$ cat src/rtl/irq_pkg.sv
package irq_pkg;
   // operation applied to the maskable-interrupt mask in one cycle
   typedef enum logic [1:0] {
      MOP_KEEP  = 2'd0,
      MOP_SET   = 2'd1,
      MOP_CLEAR = 2'd2,
      MOP_LOAD  = 2'd3
   } mop_e;

   function automatic int code_bits(input int n_src);
      return $clog2(n_src + 1);
   endfunction
endpackage

$ cat src/rtl/irq_sync.sv
module irq_sync #(
   parameter int   STAGES  = 2,
   parameter logic RST_VAL = 1'b1
) (
   input  logic clk,
   input  logic rst_n,
   input  logic d,
   output logic q
);
   if (STAGES < 0 || STAGES > 4) begin : g_bad_stages
      $error("irq_sync: STAGES must be 0..4");
   end

   if (STAGES == 0) begin : g_pass
      logic unused_pass;
      assign unused_pass = clk ^ rst_n;
      assign q = d;
   end else begin : g_chain
      logic [STAGES-1:0] sr;
      always_ff @(posedge clk or negedge rst_n) begin
         if (!rst_n) begin
            sr <= {STAGES{RST_VAL}};
         end else begin
            sr[0] <= d;
            for (int k = 1; k < STAGES; k++) sr[k] <= sr[k-1];
         end
      end
      assign q = sr[STAGES-1];
   end
endmodule

$ cat src/rtl/irq_pin_cond.sv
module irq_pin_cond #(
   parameter int SYNC_STAGES = 2
) (
   input  logic clk,
   input  logic rst_n,
   input  logic pin_n,
   input  logic edge_mode,
   input  logic clr,
   output logic req
);
   logic pin_s;
   logic pin_d;
   logic fall;
   logic flag;

   irq_sync #(.STAGES(SYNC_STAGES), .RST_VAL(1'b1)) u_sync (
      .clk  (clk),
      .rst_n(rst_n),
      .d    (pin_n),
      .q    (pin_s)
   );

   assign fall = pin_d & ~pin_s;

   always_ff @(posedge clk or negedge rst_n) begin
      if (!rst_n) begin
         pin_d <= 1'b1;
         flag  <= 1'b0;
      end else begin
         pin_d <= pin_s;
         if (!edge_mode)  flag <= 1'b0;
         else if (fall)   flag <= 1'b1;
         else if (clr)    flag <= 1'b0;
      end
   end

   assign req = edge_mode ? flag : ~pin_s;

   // a latched edge survives until acknowledged or the mode is left
   a_r11_edge_held: assert property (@(posedge clk) disable iff (!rst_n)
      (flag && !clr && edge_mode) |=> (flag || !edge_mode));
endmodule

$ cat src/rtl/irq_prio_pick.sv
module irq_prio_pick #(
   parameter int NUM_SRC = 15,
   parameter int VEC_W   = 4
) (
   input  logic [NUM_SRC-1:0] req,
   input  logic [VEC_W-1:0]   prom,
   input  logic               nmi,
   output logic               valid,
   output logic [VEC_W-1:0]   vec
);
   localparam logic [VEC_W-1:0] NMI_CODE = VEC_W'(NUM_SRC);

   logic [NUM_SRC:0]   seen;
   logic [NUM_SRC-1:0] first;
   logic [VEC_W-1:0]   fixed_code;
   logic               prom_hit;

   assign seen[0] = 1'b0;
   for (genvar g = 0; g < NUM_SRC; g++) begin : g_rank
      assign first[g]  = req[g] & ~seen[g];
      assign seen[g+1] = seen[g] | req[g];
   end

   always_comb begin
      fixed_code = '0;
      for (int k = 0; k < NUM_SRC; k++) begin
         if (first[k]) fixed_code = fixed_code | VEC_W'(k);
      end
   end

   assign prom_hit = req[prom];
   assign valid    = nmi | seen[NUM_SRC];
   assign vec      = nmi ? NMI_CODE : (prom_hit ? prom : fixed_code);

   // the single first-ranked grant is one-hot
   always_comb begin
      a_r2_one_first: assert ($onehot0(first));
   end
endmodule

$ cat src/rtl/irq_mask_ctl.sv
module irq_mask_ctl
   import irq_pkg::*;
#(
   parameter int NUM_SRC = 15,
   parameter int VEC_W   = 4
) (
   input  logic             clk,
   input  logic             rst_n,
   input  logic             ack_fire,
   input  logic             ack_nmi,
   input  logic             mask_set,
   input  logic             mask_clr,
   input  logic             rti_stb,
   input  logic             rti_i_val,
   input  logic             rti_x_val,
   input  logic             x_clr,
   input  logic             prom_we,
   input  logic [VEC_W-1:0] prom_sel,
   output logic             i_mask,
   output logic             x_mask,
   output logic [VEC_W-1:0] prom
);
   mop_e iop;
   logic prom_ok;

   always_comb begin
      if (ack_fire)      iop = MOP_SET;
      else if (rti_stb)  iop = MOP_LOAD;
      else if (mask_set) iop = MOP_SET;
      else if (mask_clr) iop = MOP_CLEAR;
      else               iop = MOP_KEEP;
   end

   assign prom_ok = prom_we && i_mask && (int'(prom_sel) < NUM_SRC);

   always_ff @(posedge clk or negedge rst_n) begin
      if (!rst_n) begin
         i_mask <= 1'b1;
         x_mask <= 1'b1;
         prom   <= '0;
      end else begin
         unique case (iop)
            MOP_SET:   i_mask <= 1'b1;
            MOP_CLEAR: i_mask <= 1'b0;
            MOP_LOAD:  i_mask <= rti_i_val;
            default:   i_mask <= i_mask;
         endcase
         if (ack_nmi)      x_mask <= 1'b1;
         else if (rti_stb) x_mask <= x_mask & rti_x_val;
         else if (x_clr)   x_mask <= 1'b0;
         if (prom_ok) prom <= prom_sel;
      end
   end

   // once cleared, X is only raised by a non-maskable acknowledge
   a_r8_x_no_sw_set: assert property (@(posedge clk) disable iff (!rst_n)
      (!x_mask && !ack_nmi) |=> !x_mask);
   // promotion frozen while maskable interrupts are enabled
   a_r4_prom_locked: assert property (@(posedge clk) disable iff (!rst_n)
      !i_mask |=> $stable(prom));
   // non-maskable acknowledge raises both masks
   a_r9_nmi_masks: assert property (@(posedge clk) disable iff (!rst_n)
      ack_nmi |=> (x_mask && i_mask));
   // any acknowledge leaves I set
   a_r6_ack_sets_i: assert property (@(posedge clk) disable iff (!rst_n)
      ack_fire |=> i_mask);
endmodule

$ cat src/rtl/irq_resolver.sv
module irq_resolver #(
   parameter int NUM_SRC     = 15,
   parameter int VEC_W       = $clog2(NUM_SRC + 1),
   parameter int SYNC_STAGES = 2
) (
   input  logic               clk,
   input  logic               rst_n,
   input  logic               ext_irq_n,
   input  logic [NUM_SRC-2:0] periph_req,
   input  logic               nmi_n,
   input  logic               edge_mode,
   input  logic               prom_we,
   input  logic [VEC_W-1:0]   prom_sel,
   input  logic               mask_set,
   input  logic               mask_clr,
   input  logic               rti_stb,
   input  logic               rti_i_val,
   input  logic               rti_x_val,
   input  logic               x_clr,
   input  logic               ack,
   output logic               irq_pend,
   output logic [VEC_W-1:0]   irq_vec,
   output logic               i_mask,
   output logic               x_mask
);
   localparam int               CODE_W   = irq_pkg::code_bits(NUM_SRC);
   localparam logic [VEC_W-1:0] NMI_CODE = VEC_W'(NUM_SRC);

   if (NUM_SRC < 2) begin : g_bad_src
      $error("irq_resolver: NUM_SRC must be at least 2");
   end
   if (VEC_W < CODE_W) begin : g_bad_vec
      $error("irq_resolver: VEC_W too narrow for NUM_SRC+1 codes");
   end

   logic               ext_req;
   logic               nmi_s;
   logic               nmi_act;
   logic [NUM_SRC-1:0] mreq;
   logic [NUM_SRC-1:0] eff_req;
   logic [VEC_W-1:0]   prom;
   logic               pick_valid;
   logic [VEC_W-1:0]   pick_vec;
   logic               ack_fire;
   logic               ack_nmi;
   logic               ext_clr;

   assign ack_fire = ack & irq_pend;
   assign ack_nmi  = ack_fire & (irq_vec == NMI_CODE);
   assign ext_clr  = ack_fire & (irq_vec == '0);

   irq_pin_cond #(.SYNC_STAGES(SYNC_STAGES)) u_pin (
      .clk      (clk),
      .rst_n    (rst_n),
      .pin_n    (ext_irq_n),
      .edge_mode(edge_mode),
      .clr      (ext_clr),
      .req      (ext_req)
   );

   irq_sync #(.STAGES(SYNC_STAGES), .RST_VAL(1'b1)) u_nmi_sync (
      .clk  (clk),
      .rst_n(rst_n),
      .d    (nmi_n),
      .q    (nmi_s)
   );

   irq_mask_ctl #(.NUM_SRC(NUM_SRC), .VEC_W(VEC_W)) u_mask (
      .clk      (clk),
      .rst_n    (rst_n),
      .ack_fire (ack_fire),
      .ack_nmi  (ack_nmi),
      .mask_set (mask_set),
      .mask_clr (mask_clr),
      .rti_stb  (rti_stb),
      .rti_i_val(rti_i_val),
      .rti_x_val(rti_x_val),
      .x_clr    (x_clr),
      .prom_we  (prom_we),
      .prom_sel (prom_sel),
      .i_mask   (i_mask),
      .x_mask   (x_mask),
      .prom     (prom)
   );

   assign mreq    = {periph_req, ext_req};
   assign eff_req = i_mask ? '0 : mreq;
   assign nmi_act = ~nmi_s & ~x_mask;

   irq_prio_pick #(.NUM_SRC(NUM_SRC), .VEC_W(VEC_W)) u_pick (
      .req  (eff_req),
      .prom (prom),
      .nmi  (nmi_act),
      .valid(pick_valid),
      .vec  (pick_vec)
   );

   always_ff @(posedge clk or negedge rst_n) begin
      if (!rst_n) begin
         irq_pend <= 1'b0;
         irq_vec  <= '0;
      end else begin
         irq_pend <= ack_fire ? 1'b0 : pick_valid;
         if (!ack) irq_vec <= pick_vec;
      end
   end

   // code frozen across the acknowledge cycle
   a_r12_vec_hold: assert property (@(posedge clk) disable iff (!rst_n)
      ack |=> $stable(irq_vec));
   // accepted request withdrawn next cycle
   a_r12_pend_drop: assert property (@(posedge clk) disable iff (!rst_n)
      ack_fire |=> !irq_pend);
   // a maskable grant only follows a cycle with I clear
   a_r5_masked_hold: assert property (@(posedge clk) disable iff (!rst_n)
      (irq_pend && irq_vec != NMI_CODE) |-> !$past(i_mask));
   // a non-maskable grant only follows a cycle with X clear
   a_r7_nmi_blocked: assert property (@(posedge clk) disable iff (!rst_n)
      (irq_pend && irq_vec == NMI_CODE) |-> !$past(x_mask));
endmodule

$ cat config.mk
export PLATFORM = sky130hd
export DESIGN_NAME = irq_resolver
export DESIGN_NICKNAME = d
export VERILOG_FILES = /design/src/rtl/irq_pkg.sv /design/src/rtl/irq_sync.sv /design/src/rtl/irq_pin_cond.sv /design/src/rtl/irq_prio_pick.sv /design/src/rtl/irq_mask_ctl.sv /design/src/rtl/irq_resolver.sv
export SDC_FILE = /design/constraint.sdc
export NUM_CORES = 1
export LEC_CHECK = 0
export BUFFER_PORTS_ARGS = -buffer_cell sky130_fd_sc_hd__buf_4
export CAP_MARGIN = 30
export CORE_UTILIZATION = 35
export DETAILED_ROUTE_END_ITERATION = 7
export GPL_TIMING_DRIVEN = 1
export PLACE_DENSITY = 0.66
export RECOVER_POWER = 100
export SLEW_MARGIN = 5
export SYNTH_ARGS = -nofsm -noshare
export SYNTH_HDL_FRONTEND = slang
export SYNTH_HIERARCHICAL = 1
export SYNTH_SLANG_ARGS = --single-unit
$ cat constraint.sdc
create_clock -name clk -period 2.9 [get_ports clk]
set_input_delay 0.145 -clock clk [delete_from_list [all_inputs] [get_ports clk]]
set_output_delay 0.145 -clock clk [all_outputs]
set_load 0.02 [all_outputs]
# Yosys cells after proc, flatten, opt, wreduce, memory -nomap -nowiden
# Index checks and enable logic that the tools add are counted.
dict set report op_classes {
  n_mux 32
  reduce_logical 5
  n_bitwise 52
  n_lt_le_gt_ge 2
  eq_ne 5
}
# operator n
set ops {}
lappend ops {{$mux W4} 9}
lappend ops {{$and A1 B1 Y1} 20}
lappend ops {{$not A1 Y1} 17}
lappend ops {{$mux W15} 1}
lappend ops {{$or A1 B1 Y1} 15}
lappend ops {{$mux W2} 6}
lappend ops {{$mux W3} 4}
lappend ops {{$mux W1} 10}
lappend ops {{$reduce_bool A3 Y1} 2}
lappend ops {{$lt A4 B5 Y1 const B} 1}
lappend ops {{$bmux W1 S4} 1}
lappend ops {{$eq A2 B2 Y1 const B} 2}
lappend ops {{$eq A4 B4 Y1 const B} 1}
lappend ops {{$logic_not A4 Y1} 1}
lappend ops {{$lt A4 B4 Y1 const B} 1}
lappend ops {{$ne A3 B1 Y1 const B} 1}
lappend ops {{$pmux W1 S3} 1}
lappend ops {{$eq A2 B1 Y1 const B} 1}
lappend ops {{$logic_and A1 B1 Y1} 2}
dict set report totals {
  regBits 17
  wordCells 105
  output_inout_bits 7
}

# Logic depth before layout (Yosys ltp)
dict set report logic_depth {
  depth_word 21
  mapped_depth 9
  depth_no_buf 9
}

# By module
# The synthesis kept the hierarchy.
# module cells_per_inst instances seq_area_each_um2 area_per_inst_um2
set modules_own_cells {}
lappend modules_own_cells {irq_prio_pick 61 1 0.0 404.1}
lappend modules_own_cells {irq_resolver 33 1 125.1 306.5}
lappend modules_own_cells {irq_mask_ctl 22 1 152.6 265.3}
lappend modules_own_cells {irq_sync 2 2 52.6 52.6}
lappend modules_own_cells {irq_pin_cond 7 1 51.3 91.3}

# Least setup slack after synthesis
# No wires, ideal clock.
dict set report synth_timing {
  path_type {register to register}
  start {reg u_mask.i_mask}
  end {reg irq_pend}
  stages_incl_launch_ff 7
  slack_ns 0.476
  setup_time_ns 0.119
  arrival_time_ns 2.305
  path_buffers 1
  t_required_ns 2.781
  cell_sequence {dfstp_2 > clkbuf_1 > nor2b_1 > or4_4 > or2_1 > or3_1 > and2_1}
}
dict set report synth_via {
  elab_cells_between_ends 17
}
# item line_no
set synth_lines {}
lappend synth_lines {{start, declared} irq_mask_ctl.sv:19} ;# output logic i_mask,
lappend synth_lines {{start signal, assigned} irq_mask_ctl.sv:45} ;# MOP_LOAD: i_mask <= rti_i_val;
lappend synth_lines {{start signal, assigned} irq_mask_ctl.sv:46} ;# default: i_mask <= i_mask;
lappend synth_lines {{$mux W15} irq_resolver.sv:87} ;# assign eff_req = i_mask ? '0 : mreq;
lappend synth_lines {{named net eff_req[3]} irq_resolver.sv:40} ;# logic [NUM_SRC-1:0] eff_req;
lappend synth_lines {{$or A1 B1 Y1 (12 in a row)} irq_prio_pick.sv:21} ;# assign seen[g+1] = seen[g] | req[g];
lappend synth_lines {{$or A1 B1 Y1} irq_prio_pick.sv:32} ;# assign valid = nmi | seen[NUM_SRC];
lappend synth_lines {{named net pick_valid} irq_resolver.sv:42} ;# logic pick_valid;
lappend synth_lines {{$mux W1} irq_resolver.sv:103} ;# irq_pend <= ack_fire ? 1'b0 : pick_valid;
lappend synth_lines {{end signal, assigned} irq_resolver.sv:103}
lappend synth_lines {{end, declared} irq_resolver.sv:21} ;# output logic irq_pend,
# The timed path passes the listed nets, and every way through them passes these cells.
# A chain may end at the register's enable or synchronous reset.

# Worst setup path after layout
dict set report layout_timing {
  start {reg u_mask.i_mask}
  end {reg irq_vec[1]}
}
dict set report layout_via {
  elab_cells_between_ends 45
}
# item line_no
set layout_lines {}
lappend layout_lines {{$mux W15 *} irq_resolver.sv:87}
lappend layout_lines {{named net eff_req[5]} irq_resolver.sv:40}
lappend layout_lines {{$or A1 B1 Y1} irq_prio_pick.sv:21}
lappend layout_lines {{$not A1 Y1 / $or A1 B1 Y1 (equally long branches)} {irq_prio_pick.sv:20, irq_prio_pick.sv:21}}
lappend layout_lines {{$and A1 B1 Y1, or another cell as far along} irq_prio_pick.sv:20} ;# assign first[g] = req[g] & ~seen[g];
lappend layout_lines {{$mux W3, or another cell as far along} irq_prio_pick.sv:27} ;# if (first[k]) fixed_code = fixed_code | VEC_W'(k);
lappend layout_lines {{$mux W3 / $or A1 B1 Y1 (equally long branches)} {irq_prio_pick.sv:27, irq_prio_pick.sv:21}}
lappend layout_lines {{$mux W4, or another cell as far along (3 in a row)} irq_prio_pick.sv:27}
lappend layout_lines {{$mux W4 / $or A1 B1 Y1 (equally long branches)} {irq_prio_pick.sv:27, irq_prio_pick.sv:21}}
lappend layout_lines {{$mux W4 / $not A1 Y1 (equally long branches)} {irq_prio_pick.sv:27, irq_prio_pick.sv:20}}
lappend layout_lines {{$mux W4 / $and A1 B1 Y1 (equally long branches)} {irq_prio_pick.sv:27, irq_prio_pick.sv:20}}
lappend layout_lines {{$mux W4} irq_prio_pick.sv:27}
lappend layout_lines {{$mux W4 * (2 in a row)} irq_prio_pick.sv:33} ;# assign vec = nmi ? NMI_CODE : (prom_hit ? prom : fixed_code);
lappend layout_lines {{named net pick_vec[1]} irq_resolver.sv:43} ;# logic [VEC_W-1:0] pick_vec;
lappend layout_lines {{end signal, assigned} irq_resolver.sv:104} ;# if (!ack) irq_vec <= pick_vec;
lappend layout_lines {{end, declared} irq_resolver.sv:22} ;# output logic [VEC_W-1:0] irq_vec,
# Mark *: on every way through the listed nets, which the timed path passes. The rest lies on a longest branch. The select of a mux whose other input is x is not followed.

==> impl_metrics.toml <==
[run_status]
status = "finished clean"

[floorplanning]
fp.dieW_um = 59.88
core_um2 = 3103
ioPinCount = 38
core.rowCount = 20
die_h_um = 59.88
dieArea_um2 = 3585
initial_utilization_pct = 37.78

[critical_path]
crit_path_start_kind = "flop"
path_class = "reg -> reg"
crit_slowest_cell = "dfstp_2"
required_ns = 3.14
rr_worst_depth = 7
slowest_delay_ns = 0.73
critPathArrivalTime_ns = 2.65
cp_num_buf_inv = 0
end_kind = "flop"
path_depth = 7
path_cells = "nor2b_1, or4_1, or2_0, nor4_1, nor3_1, mux2i_1, mux2_2"
r2r_start = "u_mask/i_mask$_DFFE_PN1P_"
cp_max_fo = 18
r2r_slack_ns = 0.50
crit_family = "simple AND/OR/NAND/NOR gates"
reg2reg_to = "irq_vec[1]$_DFFE_PN0N_"

[power_and_ir_drop]
swShare_pct = 37.57
switchingPower_mw = 0.2902
clock_power_share_pct = 16.9
ir_drop_v = 0.0003284
internal_power_mw = 0.4823
seq_power_share_pct = 44.4
p_comb_share_pct = 38.7
p_leak_nw = 0.6334
power_density_nw_per_um2 = 512.8

[route]
vias_per_cell = 5.080
drt-wirelength-per-cell_um = 12.75
drt_iter0_markers = 43
dr.pass1.iters = 4
num_vias = 1077
routed_wl_um = 2703
ant_nets = 0
route.detailed.drc = 0

[clock_tree]
htree_levels = 1
clockBufferDepth = 2
worstSkewPairLatency_ns = 0.29
cts_root_buf = "clkbuf_4"
cts_setup_buffers = 0
cts_tree = "built"
cts.sinks = 17
path_clk_slew_ns = 0.10
cts_made_buffers = 3

[global_routing]
grt_max_degree = 19
grt_pass1_vias = 1058
grt_overflow_total = 0
track_usage_pct = 17.16
grt_antenna_before_repair = 0
grt_pass1_wl_um = 4595

[min_path]
hp-start = "prom_sel[3]"
min_to = "u_mask/prom[3]$_DFFE_PN0P_"
holdPathStages = 2
min_path_type = "in -> reg"

[synth]
synth-simple-area-share_pct = 30.31
ys_warn_count = 6
yosysTopAreaCell = "dfrtp_1"
synth_top_family_by_area = "simple AND/OR/NAND/NOR gates"
synth_fp_nets = 158
synth-seq-area-share_pct = 37.03
synth_xor_area_share_pct = 0
yosys_register_bits = 17
yosysUniqueCellTypes = 40
syn-cell-area_um2 = 1172
synth_top_area_share_pct = 21.34
synth.area.top_cells = "dfrtp_1, dfstp_2, nor2b_1"
synth_compound_area_share_pct = 16.22
muxShareOfSynthArea_pct = 13.45
syn_inst = 127
synth_adder_area_share_pct = 0
avgSynthCellArea_um2 = 9.231

[final_layout]
fin_nets = 200
regArea_um2 = 434.2
area_delta_synth_final_pct = 28.49
layout-drive-gt1-share_pct = 28.57
antennaDiodeCount = 0
fill_cells = 320
multi_input_area_um2 = 690.7

[place]
dp_hpwl_um = 2180
routabilityCongestion = 0.9258
io_buffers = 37
place_ws_ns = 0.5446

[timing]
setup_violations = 0
hold_slack_ns = 0.1044
tightest_slew_ns = 0.8758
fmax_mhz = 415.9
skew_ns = 0.002546
finalSetupTns_ns = 0
rsz0062_at_grt = "false"
fin_crit_sh_pct = 82.91
min_period_ns = 2.405
slew_violations = 0
setup_ws_ns = 0.4955
slew_headroom_pct = 41.61
hold_violations = 0

[job]
cap_violations = 0
## cell usage after synthesis
library cell  number
nor2b_1           17
nor2_1            16
dfrtp_1           10
mux2i_1            9
dfstp_2            7
nand2_1            7
a21oi_1            6
a31oi_1            4
inv_1              4
o21ai_0            4
o22a_2             4
nand2b_1           3
nand3b_1           3
a211oi_1           2
mux2_1             2
mux2_2             2
nor3_1             2
or3_1              2
or4_1              2
a2111oi_0          1
a21boi_2           1
a21o_1             1
a41oi_1            1
and2_1             1
and4b_1            1
buf_6              1
clkbuf_1           1
clkbuf_2           1
mux4_2             1
nand2_2            1
nand2b_4           1
nand3_1            1
nand4_1            1
nor4_1             1
nor4_2             1
o21bai_1           1
o221ai_1           1
o31ai_1            1
or2_1              1
or4_4              1
## registers in the layout, summed over array words and instances (netlist names)
| name | flops |
|---|---|
| irq_pend | 1 |
| irq_vec | 4 |
| u_mask/i_mask | 1 |
| u_mask/prom | 4 |
| u_mask/x_mask | 1 |
| u_nmi_sync/g_chain.sr | 2 |
| u_pin/flag | 1 |
| u_pin/pin_d | 1 |
| u_pin/u_sync/g_chain.sr | 2 |
## repair_timing
action                                 4_1_cts  5_1_grt
hold buffers                                 3        0
endpoints found under the hold margin       19        0
gates resized for setup                      0        0
## stage by stage
stage / instance area [µm²] / util, % / power (mW) / cells
detailed placement: 1485 / 47.86 / 0.6715 / 205
finish: 1506 / 48.55 / 0.7725 / 212
global route: 1506 / 48.55 / 0.8346 / 212
CTS: 1545 / 49.80 / 0.8096 / 212
floorplan: 1172 / - / 0.5481 / 127
global placement: 1485 / 47.86 / 0.6645 / 205
## routing by layer
layer | vias up | track usage (%) | wire length [µm]
li1 | 540 | - | -
met1 | 504 | 22.27 | 1191
met2 | 28 | 27.14 | 1335
met3 | 5 | 4.762 | 150
met4 | 0 | 6.312 | 26
met5 | - | 0 | 0
## logic make-up (layout without fill, tap and decap cells)
logic type             count (synthesis)  in the layout
muxes                                 14             14
buffers and inverters                  7             48
AOI/OAI and AO/OA                     27             27
and+or+nand+nor                       62             62
DFF                                   17             17
## power groups by stage
stage / clock network [mW] / registers [mW] / logic [mW]
5_1_grt: 0.152 / 0.354 / 0.328
6_report: 0.131 / 0.343 / 0.299
3_3_place_gp: 0 / 0.349 / 0.316
2_1_floorplan: 0 / 0.362 / 0.186
4_1_cts: 0.138 / 0.347 / 0.325
3_5_place_dp: 0 / 0.351 / 0.320
## how the worst max path moves through the flow
stage                                    from                endpoint
CTS                 u_mask/i_mask$_DFFE_PN1P_  irq_vec[1]$_DFFE_PN0N_
floorplan           u_mask/i_mask$_DFFE_PN1P_      irq_pend$_DFF_PN0_
global placement    u_mask/i_mask$_DFFE_PN1P_  irq_vec[1]$_DFFE_PN0N_
finish              u_mask/i_mask$_DFFE_PN1P_  irq_vec[1]$_DFFE_PN0N_
detailed placement  u_mask/i_mask$_DFFE_PN1P_  irq_vec[1]$_DFFE_PN0N_
global route        u_mask/i_mask$_DFFE_PN1P_  irq_vec[1]$_DFFE_PN0N_
## final cells by class
cell class,count,area share [%]
clock buffer,3,1.495
timing repair buffer,40,18.69
inverter,4,0.9967
sequential,17,28.82
multi-input combinational,103,45.85
tap,44,3.654
clock inverter,1,0.4983
## placed cells by master (no fill, tap or decap), drive strengths merged, types with 6 or more instances in the layout
master / n
dfstp: 7
nor2b: 17
clkbuf: 12
nor2: 16
nand2: 8
a21oi: 6
buf: 28
dfrtp: 10
mux2i: 9
No activity file was read; power rests on OpenSTA's default activity.
